===== config.mk =====
export PLATFORM = sky130hd
export DESIGN_NAME = i2c_start_ctrl
export DESIGN_NICKNAME = d
export VERILOG_FILES = /design/src/rtl/i2c_sc_pkg.sv /design/src/rtl/i2c_bus_watch.sv /design/src/rtl/i2c_hold_timer.sv /design/src/rtl/i2c_req_sort.sv /design/src/rtl/i2c_start_ctrl.sv
export SDC_FILE = /design/constraint.sdc
export NUM_CORES = 1
export LEC_CHECK = 0
export BUFFER_PORTS_ARGS = -buffer_cell sky130_fd_sc_hd__buf_2
export CAP_MARGIN = 20
export CELL_PAD_IN_SITES_DETAIL_PLACEMENT = 0
export CELL_PAD_IN_SITES_GLOBAL_PLACEMENT = 2
export CORE_MARGIN = 3
export CORE_UTILIZATION = 30
export DETAILED_ROUTE_END_ITERATION = 7
export PLACE_DENSITY_LB_ADDON = 0.1
export SLEW_MARGIN = 20
export SYNTH_ARGS = -nofsm -noshare
export SYNTH_HDL_FRONTEND = slang
export SYNTH_SLANG_ARGS = --single-unit

===== constraint.sdc =====
create_clock -name clk -period 1.9 [get_ports clk]
set_input_delay 0.38 -clock clk [delete_from_list [all_inputs] [get_ports clk]]
set_output_delay 0.38 -clock clk [all_outputs]
set_load 0.02 [all_outputs]

===== src/rtl/i2c_sc_pkg.sv =====
package i2c_sc_pkg;

    typedef enum logic [2:0] {
        S_IDLE,
        S_QUEUED,
        S_RS_WAIT,
        S_RS_DATA,
        S_RS_CLOCK,
        S_SDA_LOW,
        S_SCL_LOW
    } sc_state_e;

    typedef enum logic [2:0] {
        REQ_NONE,
        REQ_ILLEGAL,
        REQ_START,
        REQ_RESTART,
        REQ_RESERVE,
        REQ_REFUSE
    } req_kind_e;

endpackage


===== src/rtl/i2c_bus_watch.sv =====
module i2c_bus_watch #(
    parameter int unsigned BUF_CYCLES = 5
) (
    input  logic clk,
    input  logic rst_n,
    input  logic sda_in,
    input  logic scl_in,
    output logic stop_seen,
    output logic bus_free
);
    localparam int unsigned CW = $clog2(BUF_CYCLES + 1);
    localparam logic [CW-1:0] CNT_MAX = CW'(BUF_CYCLES);

    logic          sda_q, scl_q, busy_q, start_seen;
    logic [CW-1:0] quiet_cnt;

    assign start_seen = scl_q && scl_in && sda_q && !sda_in;
    assign stop_seen  = scl_q && scl_in && !sda_q && sda_in;
    assign bus_free   = !busy_q && (quiet_cnt == CNT_MAX);

    always_ff @(posedge clk or negedge rst_n) begin
        if (!rst_n) begin
            sda_q     <= 1'b1;
            scl_q     <= 1'b1;
            busy_q    <= 1'b0;
            quiet_cnt <= CNT_MAX;
        end else begin
            sda_q <= sda_in;
            scl_q <= scl_in;
            if (busy_q || start_seen)
                quiet_cnt <= '0;
            else if (quiet_cnt != CNT_MAX)
                quiet_cnt <= quiet_cnt + 1'b1;
            if (start_seen)
                busy_q <= 1'b1;
            else if (stop_seen)
                busy_q <= 1'b0;
        end
    end

    assert_busy_after_start_R9: assert property (@(posedge clk) disable iff (!rst_n)
        start_seen |=> !bus_free);

endmodule


===== src/rtl/i2c_hold_timer.sv =====
module i2c_hold_timer #(
    parameter int unsigned HOLD_CYCLES = 4
) (
    input  logic clk,
    input  logic rst_n,
    input  logic restart,
    output logic expired
);
    localparam int unsigned CW = $clog2(HOLD_CYCLES + 1);
    localparam logic [CW-1:0] LAST = CW'(HOLD_CYCLES - 1);

    logic [CW-1:0] cnt;

    assign expired = (cnt == LAST);

    always_ff @(posedge clk or negedge rst_n) begin
        if (!rst_n)
            cnt <= '0;
        else if (restart)
            cnt <= '0;
        else if (!expired)
            cnt <= cnt + 1'b1;
    end

endmodule


===== src/rtl/i2c_req_sort.sv =====
module i2c_req_sort
    import i2c_sc_pkg::*;
(
    input  logic      start_req,
    input  logic      stop_req,
    input  logic      idle,
    input  logic      master,
    input  logic      in_wait,
    input  logic      ack_phase,
    input  logic      rx_mode,
    input  logic      ack_en,
    input  logic      last_rx,
    input  logic      bus_free,
    input  logic      resv_en,
    output req_kind_e kind
);
    logic wait_ok;

    assign wait_ok = in_wait && !ack_phase && (!rx_mode || (!ack_en && last_rx));

    always_comb begin
        if (!start_req)
            kind = REQ_NONE;
        else if (stop_req || !idle)
            kind = REQ_ILLEGAL;
        else if (master)
            kind = wait_ok ? REQ_RESTART : REQ_ILLEGAL;
        else if (bus_free)
            kind = REQ_START;
        else if (resv_en)
            kind = REQ_RESERVE;
        else
            kind = REQ_REFUSE;
    end

endmodule


===== src/rtl/i2c_start_ctrl.sv =====
module i2c_start_ctrl
    import i2c_sc_pkg::*;
#(
    parameter int unsigned HOLD_CYCLES = 4,
    parameter int unsigned BUF_CYCLES  = 5
) (
    input  logic clk,
    input  logic rst_n,
    input  logic enable,
    input  logic start_req,
    input  logic stop_req,
    input  logic release_cmd,
    input  logic arb_lost,
    input  logic resv_en,
    input  logic in_wait,
    input  logic ack_phase,
    input  logic rx_mode,
    input  logic ack_en,
    input  logic last_rx,
    input  logic clr_flag,
    input  logic sda_in,
    input  logic scl_in,
    output logic sda_oe,
    output logic scl_oe,
    output logic start_done,
    output logic req_pending,
    output logic is_master,
    output logic start_refused,
    output logic req_err
);
    sc_state_e state_q, state_d;
    req_kind_e kind;
    logic      abort, hold_exp, stop_seen, bus_free;
    logic      master_q, refused_q, err_q;

    assign abort = !enable || arb_lost || release_cmd;

    i2c_bus_watch #(.BUF_CYCLES(BUF_CYCLES)) u_watch (
        .clk       (clk),
        .rst_n     (rst_n),
        .sda_in    (sda_in),
        .scl_in    (scl_in),
        .stop_seen (stop_seen),
        .bus_free  (bus_free)
    );

    i2c_hold_timer #(.HOLD_CYCLES(HOLD_CYCLES)) u_timer (
        .clk     (clk),
        .rst_n   (rst_n),
        .restart (state_d != state_q),
        .expired (hold_exp)
    );

    i2c_req_sort u_sort (
        .start_req (start_req),
        .stop_req  (stop_req),
        .idle      (state_q == S_IDLE),
        .master    (master_q),
        .in_wait   (in_wait),
        .ack_phase (ack_phase),
        .rx_mode   (rx_mode),
        .ack_en    (ack_en),
        .last_rx   (last_rx),
        .bus_free  (bus_free),
        .resv_en   (resv_en),
        .kind      (kind)
    );

    // State register
    always_ff @(posedge clk or negedge rst_n) begin
        if (!rst_n)
            state_q <= S_IDLE;
        else
            state_q <= state_d;
    end

    // Next state
    always_comb begin
        state_d = state_q;
        if (abort) begin
            state_d = S_IDLE;
        end else begin
            unique case (state_q)
                S_IDLE: begin
                    if (kind == REQ_START)        state_d = S_SDA_LOW;
                    else if (kind == REQ_RESTART) state_d = S_RS_WAIT;
                    else if (kind == REQ_RESERVE) state_d = S_QUEUED;
                end
                S_QUEUED:   if (bus_free) state_d = S_SDA_LOW;
                S_RS_WAIT:  if (!in_wait) state_d = S_RS_DATA;
                S_RS_DATA:  if (hold_exp) state_d = S_RS_CLOCK;
                S_RS_CLOCK: if (hold_exp) state_d = S_SDA_LOW;
                S_SDA_LOW:  if (hold_exp) state_d = S_SCL_LOW;
                S_SCL_LOW:  state_d = S_IDLE;
                default:    state_d = S_IDLE;
            endcase
        end
    end

    // Moore outputs
    always_comb begin
        sda_oe     = 1'b0;
        scl_oe     = 1'b0;
        start_done = 1'b0;
        unique case (state_q)
            S_IDLE, S_QUEUED, S_RS_CLOCK: ;
            S_RS_WAIT, S_RS_DATA:         scl_oe = 1'b1;
            S_SDA_LOW:                    sda_oe = 1'b1;
            S_SCL_LOW: begin
                sda_oe     = 1'b1;
                scl_oe     = 1'b1;
                start_done = 1'b1;
            end
            default: ;
        endcase
    end

    // Ownership, refusal flag and error pulse
    always_ff @(posedge clk or negedge rst_n) begin
        if (!rst_n) begin
            master_q  <= 1'b0;
            refused_q <= 1'b0;
            err_q     <= 1'b0;
        end else begin
            if (abort)
                master_q <= 1'b0;
            else if (state_q == S_SCL_LOW)
                master_q <= 1'b1;
            else if (stop_seen)
                master_q <= 1'b0;
            if (!abort && kind == REQ_REFUSE)
                refused_q <= 1'b1;
            else if (clr_flag)
                refused_q <= 1'b0;
            err_q <= !abort && (kind == REQ_ILLEGAL);
        end
    end

    assign req_pending   = (state_q != S_IDLE);
    assign is_master     = master_q;
    assign start_refused = refused_q;
    assign req_err       = err_q;

    assert_master_after_start_R1: assert property (@(posedge clk) disable iff (!rst_n)
        (start_done && !abort) |=> is_master);
    assert_restart_releases_data_R2: assert property (@(posedge clk) disable iff (!rst_n)
        (state_q == S_RS_WAIT && !in_wait && !abort) |=> (!sda_oe && scl_oe));
    assert_queued_fires_R3: assert property (@(posedge clk) disable iff (!rst_n)
        (state_q == S_QUEUED && bus_free && !abort) |=> (sda_oe && !scl_oe));
    assert_refuse_sets_flag_R4: assert property (@(posedge clk) disable iff (!rst_n)
        (kind == REQ_REFUSE && !abort) |=> (start_refused && !req_pending));
    assert_flag_sticky_R5: assert property (@(posedge clk) disable iff (!rst_n)
        (start_refused && !clr_flag) |=> start_refused);
    assert_abort_releases_R6: assert property (@(posedge clk) disable iff (!rst_n)
        abort |=> (!req_pending && !is_master && !sda_oe && !scl_oe));
    assert_bad_timing_R7: assert property (@(posedge clk) disable iff (!rst_n)
        (start_req && is_master && !in_wait && !abort) |=> req_err);
    assert_dual_request_R8: assert property (@(posedge clk) disable iff (!rst_n)
        (start_req && stop_req && !abort) |=> req_err);

endmodule


==> impl_metrics.csv, run 1 <==
group,metric,value,unit
synthesis,ys_seq_elements,15,
critical_path,end_kind,"primary output",
critical_path,critPathTopFamily,"flip-flops",
clocking,root_buffer,"clkbuf_4",
timing,setup_viol,0,
die,die_y,61.33,microns
clocking,post_cts_buffers,0,
critical_path,critPathArrivalTime,1.40,ns
critical_path,crit_required,1.52,ns
final_layout,drive_gt1_frac,0.3228,
place,post-place-cells,153,
power,internal_power,619.0,uW
synthesis,ys.flop_type,"dfrtp_1",
synthesis,ys_async_sr_fraction,1.000,
synthesis,synth-edff-count,0,
timing,fin_worst_skew,0.0008296,ns
route,via_per_inst,5.019,
route,vias,793,
clocking,clk-insertion-delay-late,0.28,ns
power,switching_share,0.3277,
power,p_sw,301.8,uW
final_layout,stdcell_area,1130,sq um
timing,setup_tns,0,ns
global_route,grt_pass1_wl,3470,microns
die,io_pins,23,
job,max-cap-violations,0,
power,clkPwrFrac,0.198,
timing,relSlewSlack,0.7539,
route,firstDrtPassIters,4,
critical_path,r2r_cells,6,
critical_path,cp-start-kind,"register",
final_layout,nets,148,
place,port_buffers,22,
clocking,clk_path_buf_depth,2,
clocking,cts_tree,"done",
clocking,htreeDepth,1,
critical_path,critPathMaxStageDelay,0.41,ns
power,comb_power_share,0.323,
timing,hold_ws,0.2076,ns
place,hpwl,1623,microns
global_route,grt_remaining_overflow,0,
synthesis,netlist_area,918.4,sq um
outcome,status,"completed",
critical_path,cp_num_buf_inv,2,
synthesis,synth_nets,119,
global_route,grt_max_degree,16,
critical_path,cp.depth,3,
route,wl_per_cell,12.87,microns
route,drt-total-wl,2034,microns
power,power_density,814.9,nW/um^2
timing,tightest_slew,0.3664,ns
global_route,grt_usage,0.1245,
power,ir_drop,0.0003550,V
synthesis,avgSynthCellArea,9.277,sq um
timing,post-route-min-period,1.781,ns
die,core_area,2829,sq um
clocking,cts_made_buffers,3,
power,finalPower,920.7,uW
synthesis,yosys_warnings,0,
power,leakage,0.0005297,uW
final_layout,top_regs,"state_q (3), u_timer.cnt (3), u_watch.quiet_cnt (3)",
critical_path,critPathSlowestCell,"dfrtp_1",
critical_path,critPathMaxFanout,13,
timing,timing.final.crit_share,0.9373,
route,ant_nets,0,
timing,rsz0062_at_grt,"false",
final_layout,antenna_cells,0,
synthesis,yosysSeqAreaShare,0.4142,
synthesis,synth_cells,99,
power,power_frac_seq,0.479,
timing,clock.fmax,561.5,MHz
die,start_util,0.3246,
die,die_area,3761,sq um
timing,slew_violations,0,
place,place_congestion,0.7906,
critical_path,crit_chain,"buf_4 -> or3_1 -> buf_2",
place,placed_area,1089,sq um
route,drc_errors,0,
min_path,hold_path_class,"input pin to register",
timing,finalHoldViolations,0,
global_route,antenna_found_initial,0,
min_path,min_path_cells,1,
critical_path,critical_path_class,"register to primary output",
clocking,path_clk_slew,0.09,ns
route,drt_iter0_drc,21,
die,num_rows,19,
synthesis,synth_cell_types,41,
die,fp.dieW,61.33,microns
clocking,cts_sinks,15,
final_layout,fill_cells,296,
global_route,grt_pass1_vias,735,
final_layout,synthToLayoutAreaGrowth,23.02,%
final_layout,layoutNonFillerInstCount,158,
[logic make-up (layout without fill, tap and decap cells)]
| kind of cell | count (synthesis) | in the layout | synth area share |
|---|---|---|---|
| and+or+nand+nor | 43 | 43 | 0.2616 |
| AOI/OAI and AO/OA | 24 | 24 | 0.1853 |
| DFF | 15 | 15 | 0.4142 |
| buffers and inverters | 8 | 36 | 0.03405 |
| adders and majority gates | 5 | 5 | 0.06540 |
| xor gates and xnor gates | 3 | 3 | 0.02862 |
| muxes | 1 | 1 | 0.01090 |
[layout make-up]
cell class                 instances  area, sq um  share of cell area
multi-input combinational         76        511.7              0.4529
tap                               31        38.79             0.03433
clock buffer                       4        26.28             0.02326
timing repair buffer              28        157.7              0.1395
sequential                        15        380.4              0.3367
inverter                           4        15.01             0.01329
[Yosys cell counts (all sizes together) (2+ instances only)]
master / number / area, sq um
a21boi: 2 / 15.02
nor3: 6 / 30.03
dfstp: 4 / 105.1
inv: 4 / 15.01
a21oi: 8 / 40.04
nor4: 2 / 27.53
clkbuf: 3 / 11.26
and2: 2 / 12.51
nor2b: 2 / 12.51
o21ai: 5 / 25.02
dfrtp: 11 / 275.3
xor2: 2 / 17.52
nand2: 9 / 33.78
nand2b: 4 / 25.02
ha: 4 / 50.05
nor2: 11 / 43.80
[per-layer routing]
| metal | global-route usage | routed length (microns) | vias up |
|---|---|---|---|
| met4 | 0.01818 | 0 | 0 |
| met3 | 0.04403 | 89 | 0 |
| met1 | 0.1680 | 996 | 364 |
| met5 | 0 | 0 | - |
| li1 | - | - | 409 |
| met2 | 0.1979 | 948 | 20 |
[power groups by stage]
stage	sequential [uW]	combinational [uW]	clock, uW
global placement	445	293	0
finish	441	297	182
floorplan	439	209	0
detailed placement	447	302	0
global route	451	336	202
CTS	441	307	192
[worst reg2reg max path: cells and delay by family (launching register included)]
family                     cells  cell delay (ns)
AOI/OAI and AO/OA              1             0.14
adders and majority gates      1             0.17
DFF                            1             0.56
and+or+nand+nor                4             0.78
[path summary, 6_finish.rpt]
| kind | start | end | slack [ns] |
|---|---|---|---|
| worst max register to register | u_watch.quiet_cnt[0] | u_timer.cnt[1] | 0.14 |
| worst min-delay path | sda_in | u_watch.sda_q | 0.21 |
| max in group asynchronous | rst_n | u_watch.quiet_cnt[2] | 1.09 |
| worst min register to register | start_refused | start_refused | 0.52 |
| worst max-delay path | state_q[1] | req_pending | 0.12 |
| min in group asynchronous | rst_n | req_err | 0.51 |
[placed cells by master, fill, tap and decap left out, types with 4 or more instances in the layout]
cell,Yosys,final
nor2_1,10,10
dfstp_2,4,4
nand2_1,9,9
ha_1,4,4
nor3_1,6,5
buf_2,1,22
a21oi_1,8,8
buf_4,0,5
o21ai_0,4,4
nand2b_1,4,4
dfrtp_1,11,11
[timing repair]
item,CTS,global route
endpoints found under the setup margin,0,3
endpoints found under the hold margin,11,0
gates resized for setup,0,1
hold buffers,1,0
[through the flow]
stage | setup slack, ns | util
2_1_floorplan | 0.2147 | -
3_5_place_dp | 0.04565 | 0.3848
6_report | 0.1190 | 0.3994
5_1_grt | 0.02894 | 0.3994
4_1_cts | 0.01377 | 0.3976
3_3_place_gp | 0.05563 | 0.3848
(Power assumes the default switching activity.)
==> run 2, diff against run 1 <==
--- a/config.mk
+++ b/config.mk
@@ -9,8 +9,8 @@
 export CAP_MARGIN = 20
 export CELL_PAD_IN_SITES_DETAIL_PLACEMENT = 0
 export CELL_PAD_IN_SITES_GLOBAL_PLACEMENT = 2
-export CORE_MARGIN = 3
 export CORE_UTILIZATION = 30
+export CTS_CLUSTER_SIZE = 40
 export DETAILED_ROUTE_END_ITERATION = 7
 export PLACE_DENSITY_LB_ADDON = 0.1
 export SLEW_MARGIN = 20
==> impl_metrics.csv, run 2 (synthesized netlist as in run 1, its figures left out) <==
group,metric,value,unit
route,ant_nets,0,
die,core_area,2829,sq um
critical_path,critPathMaxStageDelay,0.42,ns
die,start_util,0.3246,
clocking,htreeDepth,1,
clocking,ctsResizeCount,0,
timing,hold_ws,0.1967,ns
critical_path,rrSetupSlack,0.16,ns
timing,post-route-min-period,1.799,ns
critical_path,critical_path_class,"register to primary output",
min_path,holdPathEnd,"u_watch.scl_q",
global_route,antenna_found_initial,0,
final_layout,synthToLayoutAreaGrowth,24.52,%
final_layout,layout_commonest_cell,"buf_2",
critical_path,crit_chain,"buf_4 -> or3_1 -> buf_2",
global_route,use_met2,0.2420,
clocking,cts_tree,"done",
final_layout,final_cell_mix,"22 x buf_2, 11 x dfrtp_1, 10 x nor2_1, 9 x nand2_1, 8 x a21oi_1",
min_path,min_path_cells,1,
global_route,grt_max_degree,16,
global_route,met1_usage,0.2000,
timing,setup_ws,0.1012,ns
final_layout,final_util,0.4042,
final_layout,nets,150,
die,io_pins,23,
global_route,grt_usage,0.1461,
route,drt-total-wl,2087,microns
clocking,clk-insertion-delay-late,0.29,ns
final_layout,top_regs,"state_q (3), u_timer.cnt (3), u_watch.quiet_cnt (3)",
critical_path,reg2reg_from,"u_watch.quiet_cnt[0]",
die,die_y,57.33,microns
job,max-cap-violations,0,
place,dp_worst_setup_slack,0.1830,ns
power,ir_drop,0.0002944,V
global_route,grt_pass1_wl,3698,microns
place,place_congestion,0.7637,
power,power_density,817.2,nW/um^2
timing,finalHoldViolations,0,
clocking,clk_path_buf_depth,2,
global_route,grt_busiest_layer,"met2",
die,die_area,3287,sq um
critical_path,critPathSlowestCell,"dfrtp_1",
timing,rsz0062_at_grt,"false",
timing,tightest_slew,0.3726,ns
critical_path,critPathTopFamily,"flip-flops",
clocking,root_buffer,"clkbuf_4",
critical_path,end_kind,"primary output",
timing,setup_tns,0,ns
route,via_per_inst,5.013,
timing,clock.fmax,555.9,MHz
power,finalPower,934.6,uW
final_layout,drive_gt1_frac,0.3333,
route,drt_iter0_drc,15,
critical_path,reg2reg_to,"u_timer.cnt[2]",
place,port_buffers,22,
global_route,grtUsageMet3,0.02041,
die,fp.dieW,57.33,microns
global_route,grt_pass1_vias,837,
timing,timing.final.crit_share,0.9467,
critical_path,crit_required,1.52,ns
critical_path,critPathArrivalTime,1.42,ns
timing,relSlewSlack,0.7497,
critical_path,cp.depth,3,
timing,slew_violations,0,
critical_path,startpoint,"state_q[1]",
outcome,violations,"design-rule violations",
die,num_rows,19,
timing,setup_viol,0,
clocking,post_cts_buffers,0,
outcome,status,"finished with violations",
route,firstDrtPassIters,6,
critical_path,cp_num_buf_inv,2,
timing,fin_worst_skew,0.01346,ns
route,vias,802,
route,drc_errors,5,
clocking,cts_made_buffers,3,
global_route,grt_remaining_overflow,0,
critical_path,cp-start-kind,"register",
critical_path,critPathMaxFanout,13,
min_path,hold_path_class,"input pin to register",
clocking,postCtsHoldBufs,1,
place,hpwl,1650,microns
clocking,cts_sinks,15,
power,leakage,0.0005391,uW
clocking,path_clk_slew,0.11,ns
final_layout,antenna_cells,0,
min_path,hold_start,"scl_in",
critical_path,r2r_cells,7,
route,wl_per_cell,13.04,microns
## run 2: cell count changes in the layout (fill, tap and decap cells not counted)
cell        delta
clkbuf_1       -1
nor3_2         -1
clkinvlp_4     +1
buf_4          +2
nor3_1         +1
## run 2: worst max-delay path by stage
stage / slack, ns / endpoint
4_1_cts: 0.1 / req_pending
3_3_place_gp: 0.18 / u_timer.cnt[1]
2_1_floorplan: 0.21 / u_timer.cnt[0]
6_report: 0.10 / req_pending
5_1_grt: 0.03 / start_done
3_5_place_dp: 0.18 / u_timer.cnt[0]
## run 2: power breakdown
part	internal [uW]	total [uW]	leakage, uW	switching (uW)
Sequential	397	442	0.000186	45.0
Combinational	142	296	0.000339	154
Clock	80.0	196	0.0000139	116
Total	620	935	0.000539	315
## run 2: area by class of cell
| type | count | area, sq um |
|---|---|---|
| clock buffers | 3 | 22.52 |
| inverters | 4 | 15.01 |
| repair buffers | 30 | 172.7 |
| flip-flops and latches | 15 | 380.4 |
| well taps | 31 | 38.79 |
| clock inverters | 1 | 7.507 |
| multi-input cells | 76 | 506.7 |
| fillers | 299 | 1685 |
## run 2: metal layers
layer  wire length, microns  up-vias
li1                       -      411
met1                   1018      371
met2                    984       20
met3                     83        0
met4                      0        0
met5                      0        -
## run 2: per-stage QoR
stage | instances | cell area (sq um)
floorplan | 99 | 918.4
finish | 160 | 1144
global placement | 155 | 1104
CTS | 160 | 1144
detailed placement | 155 | 1104
global route | 160 | 1144
